===== config.mk =====
export PLATFORM = sky130hd
export DESIGN_NAME = cfg_boot_loader
export DESIGN_NICKNAME = d
export VERILOG_FILES = /design/src/rtl/cbl_pkg.sv /design/src/rtl/cbl_mode_dec.sv /design/src/rtl/cbl_sck_gen.sv /design/src/rtl/cbl_seq.sv /design/src/rtl/cfg_boot_loader.sv
export SDC_FILE = /design/constraint.sdc
export NUM_CORES = 1
export LEC_CHECK = 0
export BUFFER_PORTS_ARGS = -buffer_cell sky130_fd_sc_hd__buf_4
export CAP_MARGIN = 0
export CORE_UTILIZATION = 34
export DETAILED_ROUTE_END_ITERATION = 10
export GPL_TIMING_DRIVEN = 0
export HOLD_SLACK_MARGIN = 0.03
export MAX_ROUTING_LAYER = met4
export SLEW_MARGIN = 20
export SYNTH_ARGS = -nofsm -noshare
export SYNTH_HDL_FRONTEND = slang
export SYNTH_SLANG_ARGS = --single-unit

===== constraint.sdc =====
create_clock -name clk_i -period 4.35 [get_ports clk_i]
set_input_delay 0.435 -clock clk_i [delete_from_list [all_inputs] [get_ports clk_i]]
set_output_delay 0.435 -clock clk_i [all_outputs]
set_load 0.1 [all_outputs]

===== src/rtl/cbl_pkg.sv =====
package cbl_pkg;
  typedef enum logic [2:0] {
    ST_IDLE,
    ST_CMD,
    ST_ADDR,
    ST_DATA,
    ST_DONE
  } ld_state_e;

  localparam logic [7:0] READ_OP = 8'h03;
  localparam int unsigned CMD_W  = 8;
  localparam int unsigned ADDR_W = 24;
  localparam int unsigned HDR_W  = CMD_W + ADDR_W;

  localparam logic [1:0] TRIT_ZERO = 2'b00;
  localparam logic [1:0] TRIT_POS  = 2'b01;
  localparam logic [1:0] TRIT_NEG  = 2'b11;
endpackage


===== src/rtl/cbl_mode_dec.sv =====
module cbl_mode_dec
  import cbl_pkg::*;
(
  input  logic       clk_i,
  input  logic       rst_ni,
  input  logic [1:0] mode_i,
  output logic       hold_rst_o,
  output logic       run_o,
  output logic       prog_o
);

  always_ff @(posedge clk_i or negedge rst_ni) begin
    if (!rst_ni) begin
      hold_rst_o <= 1'b1;
      run_o      <= 1'b0;
      prog_o     <= 1'b0;
    end else begin
      run_o      <= (mode_i == TRIT_ZERO);
      prog_o     <= (mode_i == TRIT_NEG);
      // unused code falls into reset
      hold_rst_o <= (mode_i != TRIT_ZERO) && (mode_i != TRIT_NEG);
    end
  end


  bad_code_rst_chk: assert property (@(posedge clk_i) disable iff (!rst_ni)
    (mode_i == 2'b10) |=> (hold_rst_o && !run_o && !prog_o));


  pos_code_rst_chk: assert property (@(posedge clk_i) disable iff (!rst_ni)
    (mode_i == TRIT_POS) |=> hold_rst_o);

endmodule


===== src/rtl/cbl_sck_gen.sv =====
module cbl_sck_gen #(
  parameter int unsigned HALF_DIV = 2
) (
  input  logic clk_i,
  input  logic rst_ni,
  input  logic clr_i,
  input  logic run_i,
  input  logic hold_low_i,
  output logic tick_o,
  output logic sck_o
);

  localparam int unsigned CNT_W = (HALF_DIV > 1) ? $clog2(HALF_DIV) : 1;
  localparam logic [CNT_W-1:0] CNT_LAST = CNT_W'(HALF_DIV - 1);

  logic [CNT_W-1:0] cnt_q;

  assign tick_o = run_i && !clr_i && (cnt_q == CNT_LAST);

  always_ff @(posedge clk_i or negedge rst_ni) begin
    if (!rst_ni) begin
      cnt_q <= '0;
      sck_o <= 1'b0;
    end else if (clr_i) begin
      cnt_q <= '0;
      sck_o <= 1'b0;
    end else if (!run_i) begin
      cnt_q <= '0;
    end else if (tick_o) begin
      cnt_q <= '0;
      if (sck_o)            sck_o <= 1'b0;
      else if (!hold_low_i) sck_o <= 1'b1;
    end else begin
      cnt_q <= cnt_q + 1'b1;
    end
  end


  hold_low_chk: assert property (@(posedge clk_i) disable iff (!rst_ni)
    (hold_low_i && !sck_o) |=> !sck_o);


  clr_low_chk: assert property (@(posedge clk_i) disable iff (!rst_ni)
    clr_i |=> !sck_o);

endmodule


===== src/rtl/cbl_seq.sv =====
module cbl_seq
  import cbl_pkg::*;
#(
  parameter int unsigned CHAIN_LEN = 20
) (
  input  logic clk_i,
  input  logic rst_ni,
  input  logic hold_rst_i,
  input  logic tick_i,
  input  logic sck_i,
  input  logic miso_i,
  output logic sck_run_o,
  output logic sck_hold_o,
  output logic cs_no,
  output logic mosi_o,
  output logic cfg_data_o,
  output logic cfg_shift_o,
  output logic done_o
);

  localparam int unsigned MAX_CNT = (CHAIN_LEN > ADDR_W) ? CHAIN_LEN : ADDR_W;
  localparam int unsigned BIT_W   = $clog2(MAX_CNT + 1);
  localparam logic [BIT_W-1:0] CMD_LAST  = BIT_W'(CMD_W - 1);
  localparam logic [BIT_W-1:0] ADDR_LAST = BIT_W'(ADDR_W - 1);
  localparam logic [BIT_W-1:0] DATA_LAST = BIT_W'(CHAIN_LEN - 1);

  ld_state_e        state_q;
  logic [BIT_W-1:0] bit_cnt_q;
  logic [HDR_W-1:0] tx_q;
  logic             rise, fall;

  assign rise       = tick_i && !sck_i && (state_q != ST_DONE);
  assign fall       = tick_i && sck_i;
  assign sck_run_o  = (state_q != ST_IDLE) && !cs_no;
  assign sck_hold_o = (state_q == ST_DONE);
  assign mosi_o     = tx_q[HDR_W-1];

  always_ff @(posedge clk_i or negedge rst_ni) begin
    if (!rst_ni) begin
      state_q     <= ST_IDLE;
      bit_cnt_q   <= '0;
      tx_q        <= '0;
      cs_no       <= 1'b1;
      cfg_data_o  <= 1'b0;
      cfg_shift_o <= 1'b0;
      done_o      <= 1'b0;
    end else if (hold_rst_i) begin
      state_q     <= ST_IDLE;
      bit_cnt_q   <= '0;
      cs_no       <= 1'b1;
      cfg_shift_o <= 1'b0;
      done_o      <= 1'b0;
    end else begin
      cfg_shift_o <= 1'b0;
      if (fall) tx_q <= {tx_q[HDR_W-2:0], 1'b0};
      unique case (state_q)
        ST_IDLE: begin
          state_q   <= ST_CMD;
          cs_no     <= 1'b0;
          bit_cnt_q <= '0;
          tx_q      <= {READ_OP, {ADDR_W{1'b0}}};
        end
        ST_CMD: if (rise) begin
          if (bit_cnt_q == CMD_LAST) begin
            state_q   <= ST_ADDR;
            bit_cnt_q <= '0;
          end else begin
            bit_cnt_q <= bit_cnt_q + 1'b1;
          end
        end
        ST_ADDR: if (rise) begin
          if (bit_cnt_q == ADDR_LAST) begin
            state_q   <= ST_DATA;
            bit_cnt_q <= '0;
          end else begin
            bit_cnt_q <= bit_cnt_q + 1'b1;
          end
        end
        ST_DATA: if (rise) begin
          cfg_data_o  <= miso_i;
          cfg_shift_o <= 1'b1;
          if (bit_cnt_q == DATA_LAST) begin
            state_q <= ST_DONE;
            done_o  <= 1'b1;
          end else begin
            bit_cnt_q <= bit_cnt_q + 1'b1;
          end
        end
        ST_DONE: begin
          // the tick that would raise SCK releases the bus instead
          if (tick_i && !sck_i && !cs_no) cs_no <= 1'b1;
        end
        default: state_q <= ST_IDLE;
      endcase
    end
  end


  done_with_last_chk: assert property (@(posedge clk_i) disable iff (!rst_ni)
    $rose(done_o) |-> cfg_shift_o);


  no_late_shift_chk: assert property (@(posedge clk_i) disable iff (!rst_ni)
    (done_o && $past(done_o)) |-> !cfg_shift_o);


  rst_idle_chk: assert property (@(posedge clk_i) disable iff (!rst_ni)
    hold_rst_i |=> (state_q == ST_IDLE && cs_no && !done_o));


  mosi_hold_chk: assert property (@(posedge clk_i) disable iff (!rst_ni)
    (sck_i && $past(sck_i)) |-> $stable(mosi_o));

endmodule


===== src/rtl/cfg_boot_loader.sv =====
module cfg_boot_loader #(
  parameter int unsigned HALF_DIV  = 2,
  parameter int unsigned CHAIN_LEN = 20
) (
  input  logic       clk_i,
  input  logic       rst_ni,
  input  logic [1:0] mode_i,
  output logic       spi_sck_o,
  output logic       spi_cs_no,
  output logic       spi_mosi_o,
  input  logic       spi_miso_i,
  output logic       cfg_data_o,
  output logic       cfg_shift_o,
  output logic       cfg_done_o,
  output logic       user_run_o
);

  logic hold_rst, mode_run, mode_prog;
  logic tick, sck_run, sck_hold;

  cbl_mode_dec u_mode (
    .clk_i      (clk_i),
    .rst_ni     (rst_ni),
    .mode_i     (mode_i),
    .hold_rst_o (hold_rst),
    .run_o      (mode_run),
    .prog_o     (mode_prog)
  );

  cbl_sck_gen #(.HALF_DIV(HALF_DIV)) u_sck (
    .clk_i      (clk_i),
    .rst_ni     (rst_ni),
    .clr_i      (hold_rst),
    .run_i      (sck_run),
    .hold_low_i (sck_hold),
    .tick_o     (tick),
    .sck_o      (spi_sck_o)
  );

  cbl_seq #(.CHAIN_LEN(CHAIN_LEN)) u_seq (
    .clk_i       (clk_i),
    .rst_ni      (rst_ni),
    .hold_rst_i  (hold_rst),
    .tick_i      (tick),
    .sck_i       (spi_sck_o),
    .miso_i      (spi_miso_i),
    .sck_run_o   (sck_run),
    .sck_hold_o  (sck_hold),
    .cs_no       (spi_cs_no),
    .mosi_o      (spi_mosi_o),
    .cfg_data_o  (cfg_data_o),
    .cfg_shift_o (cfg_shift_o),
    .done_o      (cfg_done_o)
  );

  assign user_run_o = cfg_done_o && mode_run;


  cs_idle_sck_low_chk: assert property (@(posedge clk_i) disable iff (!rst_ni)
    spi_cs_no |-> !spi_sck_o);


  prog_no_run_chk: assert property (@(posedge clk_i) disable iff (!rst_ni)
    mode_prog |-> !user_run_o);

endmodule


[After elaboration in Yosys (flattened, before gate mapping)]
Index checks and enable logic that the tools add are counted.
Storage, ports and cells
  bits in registers: 48
  latch bits: 0
  RAM bits: 0
  bits in read-only memories: 0
  input port bits: 5
  logic and storage cells: 99
  memories kept: 0
Operators by class
  add/sub/neg operators: 2
  multiply operators: 0
  div/mod/pow operators: 0
  $lt $le $gt $ge: 0
  equality and inequality tests: 18
  shifts and indexed selects: 0
  mux-type cells: 36
  bitwise operators: 1
  reductions and logical operators: 31
Operator list (count)
  $mux 32: 2
  $mux 5: 7
  $mux 3: 7
  $ne 3x2->1 const B: 7
  $pmux 5 s4: 1
  $mux 1: 17
  $pmux 3 s5: 1
  $reduce_bool 2->1: 7
  $eq 5x5->1 const B: 2
  $logic_and 1x1->1: 9
  $reduce_and 7->1: 1
  $eq 3x2->1 const B: 2
  $ne 3x3->1 const B: 2
  $reduce_and 2->1: 3
  $reduce_and 3->1: 2
  $reduce_bool 3->1: 2
  $add 5x1->5 const B: 1
  $eq 5x3->1 const B: 1
  $reduce_and 5->1: 1
  $reduce_bool 5->1: 1
  $ne 2x2->1 const B: 2
  $eq 3x1->1 const B: 1
  $eq 3x3->1 const B: 1
  $logic_not 1->1: 3
  other kinds (5): 5

[Logic depth before layout (Yosys ltp)]
Gate-level depths: netlist of run 1.
  depth in word-level cells: 9
  depth in mapped cells: 6
  depth with buffers taken out: 6

[Hierarchy]
From an unflattened synthesis of run 1, not the netlist that was laid out.
Second synthesis, totals
  cells, all modules: 113
  area, all modules: 1261.2 um^2
By module, submodules not included
  cbl_seq: times used 1, cells each 97, area an instance 1051.0 um^2, seq. area each 501.7 um^2
  cbl_mode_dec: times used 1, cells each 7, area an instance 108.9 um^2, seq. area each 76.3 um^2
  cbl_sck_gen: times used 1, cells each 8, area an instance 95.1 um^2, seq. area each 50.0 um^2
  cfg_boot_loader: times used 1, cells each 1, area an instance 6.3 um^2, seq. area each 0.0 um^2

[Worst setup path before layout of run 1]
Ideal clock, no wire load.
  path kind: reg2out
  start point: reg u_seq.done_o
  end point: out user_run_o
  arrival: 1777 ps
  setup slack: 2138 ps
  stages on the path, launching flop included: 2
  path buffers: 0
  cells stage by stage: dfrtp_1 > and2_1
On the way
  word-level cells in the longest chain between the ends: 1
Ends and longest elaborated chain
  from (decl): RTL line cbl_seq.sv:18  | output logic done_o
  from (signal assigned): RTL line cbl_seq.sv:46  | done_o <= 1'b0;
  from (signal assigned): RTL line cbl_seq.sv:52  | done_o <= 1'b0;
  from (signal assigned): RTL line cbl_seq.sv:84  | done_o <= 1'b1;
  $logic_and 1x1->1: RTL line cfg_boot_loader.sv:56  | assign user_run_o = cfg_done_o && mode_run;
  to (decl): RTL line cfg_boot_loader.sv:15  | output logic user_run_o
Every way passes these cells.

[Worst setup path in the final report of run 1]
  start point: reg u_seq.bit_cnt_q[0]
  end point: reg u_seq.bit_cnt_q[3]
On the way
  word-level cells in the longest chain between the ends: 5
Ends and longest elaborated chain
  from (decl): RTL line cbl_seq.sv:28  | logic [BIT_W-1:0] bit_cnt_q;
  from (signal assigned): RTL line cbl_seq.sv:68  | bit_cnt_q <= bit_cnt_q + 1'b1;
  from (signal assigned): RTL line cbl_seq.sv:76  | bit_cnt_q <= bit_cnt_q + 1'b1;
  from (signal assigned): RTL line cbl_seq.sv:86  | bit_cnt_q <= bit_cnt_q + 1'b1;
  $add 5x1->5, or another cell as far along: RTL line cbl_seq.sv:68, cbl_seq.sv:76, cbl_seq.sv:86
  $mux 5 (on tied branches): RTL line cbl_seq.sv:82, cbl_seq.sv:64, cbl_seq.sv:72
  $mux 5 (on tied branches): RTL line cbl_seq.sv:79, cbl_seq.sv:63, cbl_seq.sv:71
  $pmux 5 s4: RTL line cbl_seq.sv:56  | unique case (state_q)
  $mux 5: RTL line cbl_seq.sv:47  | end else if (hold_rst_i) begin
Parallel ways exist; a longest one is shown, timed or not. The select of a mux whose other input is x is not followed.
A chain may end at the register's enable or synchronous reset.

==> results.json, run 1 <==
{
  "synth_cell_types": 40,
  "stdcell_area_um2": 1350,
  "max-slew-margin-rel_pct": 57.40,
  "drc": 0,
  "synth_top_area_share_pct": 46.81,
  "cpMaxStageDelayCell": "dfrtp_1",
  "drt-total-wl_mm": 2.227,
  "place.gp.congestion": 0.7126,
  "io_buffer_count": 11,
  "holdPathStages": 2,
  "hold_viol": 0,
  "wl_per_cell_um": 12.87,
  "start_util_pct": 37.01,
  "finalCriticalPeriod_ps": 1832,
  "critPathRequiredTime_ps": 4570,
  "cts_setup_buffers": 0,
  "ff2ff_path_depth": 6,
  "cts-htree-levels": 1,
  "synth_common_cells": "dfrtp_1 (22), nand2_1 (11), inv_1 (9), a22o_1 (7), o21ai_1 (7)",
  "hp-start": "spi_miso_i",
  "regArea_um2": 603.1,
  "cellPowerDensity_nw_per_um2": 296.2,
  "ys.flop_type": "dfrtp_1",
  "via_per_inst": 5.295,
  "seq_area_frac_synth_pct": 51.28,
  "r2r-end": "u_seq.bit_cnt_q[3]$_DFFE_PN0P_",
  "setup_violations": 0,
  "regToRegSetupSlack_ps": 2520,
  "yosysWarnings": 0,
  "area_growth_pct": 14.79,
  "synth_area_leaders": "dfrtp_1 (47%), a22o_1 (5.2%), dfstp_2 (4.5%)",
  "synth_edf_count": 0,
  "fin_ws_ps": 2518,
  "rsz0062_at_grt": "no",
  "via_count": 916,
  "clkTransAtPathRegs_ps": 120,
  "crit_start": "u_seq.bit_cnt_q[0]$_DFFE_PN0P_",
  "critical_path.top_delay_family": "simple AND/OR/NAND/NOR gates",
  "grt-ovfl-total": 0,
  "io_pins": 12,
  "dieArea_um2": 3698,
  "max_cap_violations": 0,
  "hold-path-endpoint": "u_seq.cfg_data_o$_DFFE_PN0P_",
  "synth_area_per_cell_um2": 10.41,
  "clock_sinks": 24,
  "pre_cts_ws_ps": 2540,
  "track_usage_pct": 15.09,
  "fmax_ghz": 0.5459,
  "drv_slew": 0,
  "ant_nets": 0,
  "antenna_found_initial": 0,
  "tns_ps": 0,
  "drive_above_1_share_pct": 21.71,
  "finalPower_uw": 399.9,
  "dp_cells": 168,
  "fillers": 328,
  "synthArstFlopShare_pct": 100.0,
  "vdd_drop_max_mv": 0.1869,
  "worstPathCellList": "ha_1 -> and4bb_4 -> and3_4 -> nor3_4 -> o21ai_2 -> o311ai_1",
  "grt_start_max_net_pins": 25,
  "diodes": 0,
  "firstDrtPassIters": 4,
  "worst_hold_slack_ps": 332.6,
  "core-area_um2": 3178,
  "worstSetupPathType": "flip-flop to flip-flop",
  "arrival_ps": 2050,
  "die_w_um": 60.82,
  "stdcell_count": 173,
  "rows": 20,
  "wl_met2_mm": 1.025,
  "p_leak_nw": 0.5802,
  "clk_latency_ps": 310,
  "die_y_um": 60.82,
  "reg2reg_from": "u_seq.bit_cnt_q[0]$_DFFE_PN0P_",
  "cts_buffers": 3,
  "cp_max_fo": 5,
  "synth_seq_cells": 24,
  "yosys.cell_count.top_type": "dfrtp_1",
  "drt_iter0_markers": 32,
  "skew_ps": 4.150,
  "critPathBufInv": 0,
  "utilization_pct": 42.48,
  "status": "finished clean",
  "startpoint_type": "flip-flop",
  "largest_reg_flops": 8,
  "cts-resized-gates": 0,
  "cp-end-kind": "flip-flop",
  "period_share_pct": 42.11,
  "grt_pass1_wl_mm": 3.946,
  "max_stage_delay_ps": 430,
  "cts-root-buf": "clkbuf_4",
  "wirelength_met1_mm": 1.059,
  "largest-register": "u_seq.tx_q",
  "placed_cell_area_um2": 1314,
  "tritoncts": "yes",
  "yosys.area.top_type": "dfrtp_1",
  "top_layer": "met4",
  "wl_met3_um": 119,
  "synthCells": 113,
  "hold_class": "primary input to flip-flop",
  "grt_pass1_vias": 876,
  "tightest_slew_ps": 633.8,
  "cts_buffer_depth": 2,
  "hpwl_mm": 1.636,
  "syn_area_um2": 1176,
  "syn_nets": 120,
  "reg.largest.list": "u_seq.tx_q (8), u_seq.bit_cnt_q (5), u_seq.state_q (3)",
  "multi_input_area_um2": 516.7,
  "nNetsFinal": 137
}
==> cell families after synthesis <==
logic type | after synthesis | share of synthesized area (%)
buffers and inverters | 14 | 4.786
adder cells (fa/ha/maj) | 2 | 2.127
flip-flops | 24 | 51.28
multiplexers | 1 | 0.9574
AO/OA/AOI/OAI | 33 | 19.47
AND/OR/NAND/NOR | 39 | 21.38
==> per-layer routing <==
metal | track usage (%) | vias to the layer above
met4 | 3.896 | 0
met3 | 4.478 | 4
li1 | - | 444
met1 | 19.59 | 444
met2 | 23.08 | 24
met5 | - | -
==> layout by cell type, fill, tap and decap left out, types with 2 or more instances in the layout <==
| cell type | synthesis | routed |
|---|---|---|
| nand3_1 | 3 | 3 |
| clkbuf_1 | 1 | 2 |
| nor3b_1 | 2 | 2 |
| dfrtp_1 | 22 | 22 |
| nand2_1 | 11 | 11 |
| dfstp_2 | 2 | 2 |
| buf_2 | 3 | 3 |
| o21ai_1 | 7 | 7 |
| nor4_1 | 2 | 2 |
| and3_1 | 2 | 2 |
| clkbuf_4 | 0 | 3 |
| and2_1 | 3 | 3 |
| ha_1 | 2 | 2 |
| buf_4 | 0 | 11 |
| nor2_1 | 6 | 6 |
| o21ai_0 | 4 | 4 |
| a22o_1 | 7 | 7 |
| inv_1 | 9 | 9 |
| a21oi_1 | 4 | 4 |
==> worst max-delay path by stage <==
stage / to / slack [ps] / depth (start not counted)
4_1_cts: u_seq.bit_cnt_q[3]$_DFFE_PN0P_ / 2520 / 6
3_5_place_dp: u_seq.bit_cnt_q[3]$_DFFE_PN0P_ / 2540 / 6
2_1_floorplan: user_run_o / 2140 / 1
5_1_grt: u_seq.bit_cnt_q[3]$_DFFE_PN0P_ / 2410 / 6
6_report: u_seq.bit_cnt_q[3]$_DFFE_PN0P_ / 2520 / 6
3_3_place_gp: u_seq.bit_cnt_q[3]$_DFFE_PN0P_ / 2590 / 6
==> final cells by class <==
cell class,instances,share of cell area (%)
Buffer,4,1.390
Timing Repair Buffer,12,6.858
Tap cell,44,4.078
Multi-Input combinational cell,75,38.28
Sequential cell,24,44.67
Inverter,10,2.780
Clock buffer,4,1.946
==> power breakdown <==
group          internal, mW  switching (mW)
combinational        0.0189          0.0412
sequential            0.234         0.00832
clock                0.0358          0.0616
==> what timing repair did <==
item | CTS | global route
setup endpoints to repair | 0 | 0
hold buffers | 1 | 0
hold endpoints to repair | 22 | 0
(Power assumes the default switching activity.)
==> run 2, diff against run 1 <==
Clock period 4.35 ns to 1.62 ns, I/O delays scaled along.
==> run 2 against run 1 <==
- the flow now finishes with violations (negative setup slack)
- core utilization rose by 6.0 points
- via count rose by 6.2%
- non-clock buffer count is 9 higher
- highest routed layer unchanged
- sequential cell count unchanged
- combinational power grew to 3.4 times the previous value
- final area rose by 14%
- count of clock-buffer cells in the layout decreased by 1
- critical path type unchanged
- register-to-register slack worse by 2500 ps
==> results.json, run 2 (synthesis gave the netlist of run 1 again) <==
{
  "drv_slew": 0,
  "violations": "negative setup slack",
  "drt_iter0_markers": 39,
  "rsz0062_at_grt": "yes",
  "largest-register": "u_seq.tx_q",
  "final_cell_mix": "buf_4 (20), dfrtp_1 (19), nand2_1 (11), inv_1 (9), a22o_1 (7)",
  "diodes": 0,
  "largest_reg_flops": 8,
  "place.gp.congestion": 0.8171,
  "p_leak_nw": 0.6490,
  "nNetsFinal": 146,
  "clk_latency_ps": 310,
  "via_per_inst": 5.346,
  "worstPathCellList": "ha_4 -> and4bb_4 -> and3_4 -> nor3_4 -> o21ai_2 -> o311ai_2",
  "cpMaxStageDelayCell": "dfrtp_1",
  "utilization_pct": 48.50,
  "grt_pass1_vias": 892,
  "antenna_found_initial": 0,
  "fin_ws_ps": -23.44,
  "io_buffer_count": 11,
  "cp_max_fo": 5,
  "holdPathStages": 2,
  "die_y_um": 60.82,
  "stdcell_count": 182,
  "max_cap_violations": 0,
  "max_stage_delay_ps": 440,
  "start_util_pct": 37.01,
  "core-area_um2": 3178,
  "critPathRequiredTime_ps": 1830,
  "period_share_pct": 101.4,
  "via_count": 973,
  "vdd_drop_max_mv": 0.5897,
  "clock_sinks": 24,
  "ff2ff_path_depth": 6,
  "wl_per_cell_um": 13.97,
  "final_common_cell": "buf_4",
  "pre_cts_ws_ps": -196.7,
  "finalCriticalPeriod_ps": 1643,
  "cellPowerDensity_nw_per_um2": 838.3,
  "skew_ps": 3.117,
  "io_pins": 12,
  "stdcell_area_um2": 1541,
  "clkTransAtPathRegs_ps": 130,
  "max-slew-margin-rel_pct": 71.06,
  "area_growth_pct": 31.06,
  "cts_buffers": 3,
  "dp_cells": 168,
  "arrival_ps": 1860,
  "setup_violations": 2,
  "firstDrtPassIters": 4,
  "cts-htree-levels": 1,
  "hold_class": "primary input to flip-flop",
  "drive_above_1_share_pct": 37.68,
  "hold_viol": 0,
  "drt-total-wl_mm": 2.543,
  "placed_cell_area_um2": 1343,
  "grt_pass1_wl_mm": 3.960,
  "worstSetupPathType": "flip-flop to flip-flop",
  "cts_buffer_depth": 2,
  "worst_hold_slack_ps": 92.07,
  "dieArea_um2": 3698,
  "tritoncts": "yes",
  "reg.largest.list": "u_seq.tx_q (8), u_seq.bit_cnt_q (5), u_seq.state_q (3)",
  "fillers": 292,
  "cts-root-buf": "clkbuf_4",
  "fmax_ghz": 0.6085,
  "grt-ovfl-total": 0,
  "cp-end-kind": "flip-flop",
  "die_w_um": 60.82,
  "drc": 0,
  "track_usage_pct": 15.01,
  "startpoint_type": "flip-flop",
  "hpwl_mm": 1.730,
  "rows": 20,
  "status": "complete, but fails checks",
  "ant_nets": 0,
  "tightest_slew_ps": 430.9,
  "grt_start_max_net_pins": 25
}
## run 2: changes by cell type in the layout (fill, tap and decap cells not counted), moves of 2 or more
| cell | before | now |
|---|---|---|
| dfrtp_1 | 22 | 19 |
| buf_4 | 11 | 20 |
| and2_1 | 3 | 1 |
| nor3b_4 | 0 | 2 |
| nor2_1 | 6 | 4 |
| clkbuf_1 | 2 | 0 |
| dfrtp_2 | 0 | 2 |
| nor2_2 | 0 | 2 |
## run 2: worst paths after layout
kind | to | slack [ps] | startpoint
max reg2reg | u_seq.bit_cnt_q[3]$_DFFE_PN0P_ | -20 | u_seq.bit_cnt_q[0]$_DFFE_PN0P_
min | u_seq.cfg_data_o$_DFFE_PN0P_ | 90 | spi_miso_i
min reg2reg | u_seq.tx_q[25]$_DFFE_PN0P_ | 510 | u_seq.tx_q[25]$_DFFE_PN0P_
max | u_seq.bit_cnt_q[3]$_DFFE_PN0P_ | -20 | u_seq.bit_cnt_q[0]$_DFFE_PN0P_
min in group asynchronous | u_mode.run_o$_DFF_PN0_ | 260 | rst_ni
max in group asynchronous | u_mode.hold_rst_o$_DFF_PN1_ | 1080 | rst_ni
## run 2: area by class of cell
class | instances | area, um2 | share of cell area [%]
tap | 44 | 55.05 | 3.571
sequential | 24 | 613.1 | 39.77
inverter | 10 | 37.54 | 2.435
clock buffer | 3 | 22.52 | 1.461
clock inverter | 1 | 30.03 | 1.948
timing repair buffer | 21 | 160.2 | 10.39
buffer | 4 | 22.52 | 1.461
multi-input combinational | 75 | 600.6 | 38.96
## run 2: stage by stage
step	total power, mW	setup TNS [ps]
floorplan	0.7797	-75.66
global placement	0.8243	-129.4
detailed placement	0.8296	-341.4
CTS	1.289	-22.99
global route	1.368	-380.6
finish	1.292	-30.83
## run 2: per-layer routing
layer  vias to the layer above  global-route usage, %  share of wire (%)
met5                         -                      -                  0
met4                         0                  1.948               0.35
met3                         2                  3.838                2.4
met2                        11                  24.49                 49
met1                       493                  19.31                 48
li1                        467                      -                  -
## run 2: critical path: cells and delay by family (launching register included)
family,cells,cell delay [ps]
adders and majority gates,1,200
DFF,1,440
and+or+nand+nor,3,580
AOI/OAI and AO/OA,2,340
## run 2: repair_timing
action                     CTS  global route
hold endpoints to repair    24             0
pin swaps                    3             3
setup endpoints to repair   12            15
setup buffers                5             4
hold buffers                 1             0
resized for setup            4            12
## run 2: report_power, final
part | switching [mW] | total, mW | internal [mW]
combinational | 0.124 | 0.202 | 0.0782
clock | 0.178 | 0.428 | 0.250
sequential | 0.0307 | 0.662 | 0.631
total | 0.333 | 1.29 | 0.960
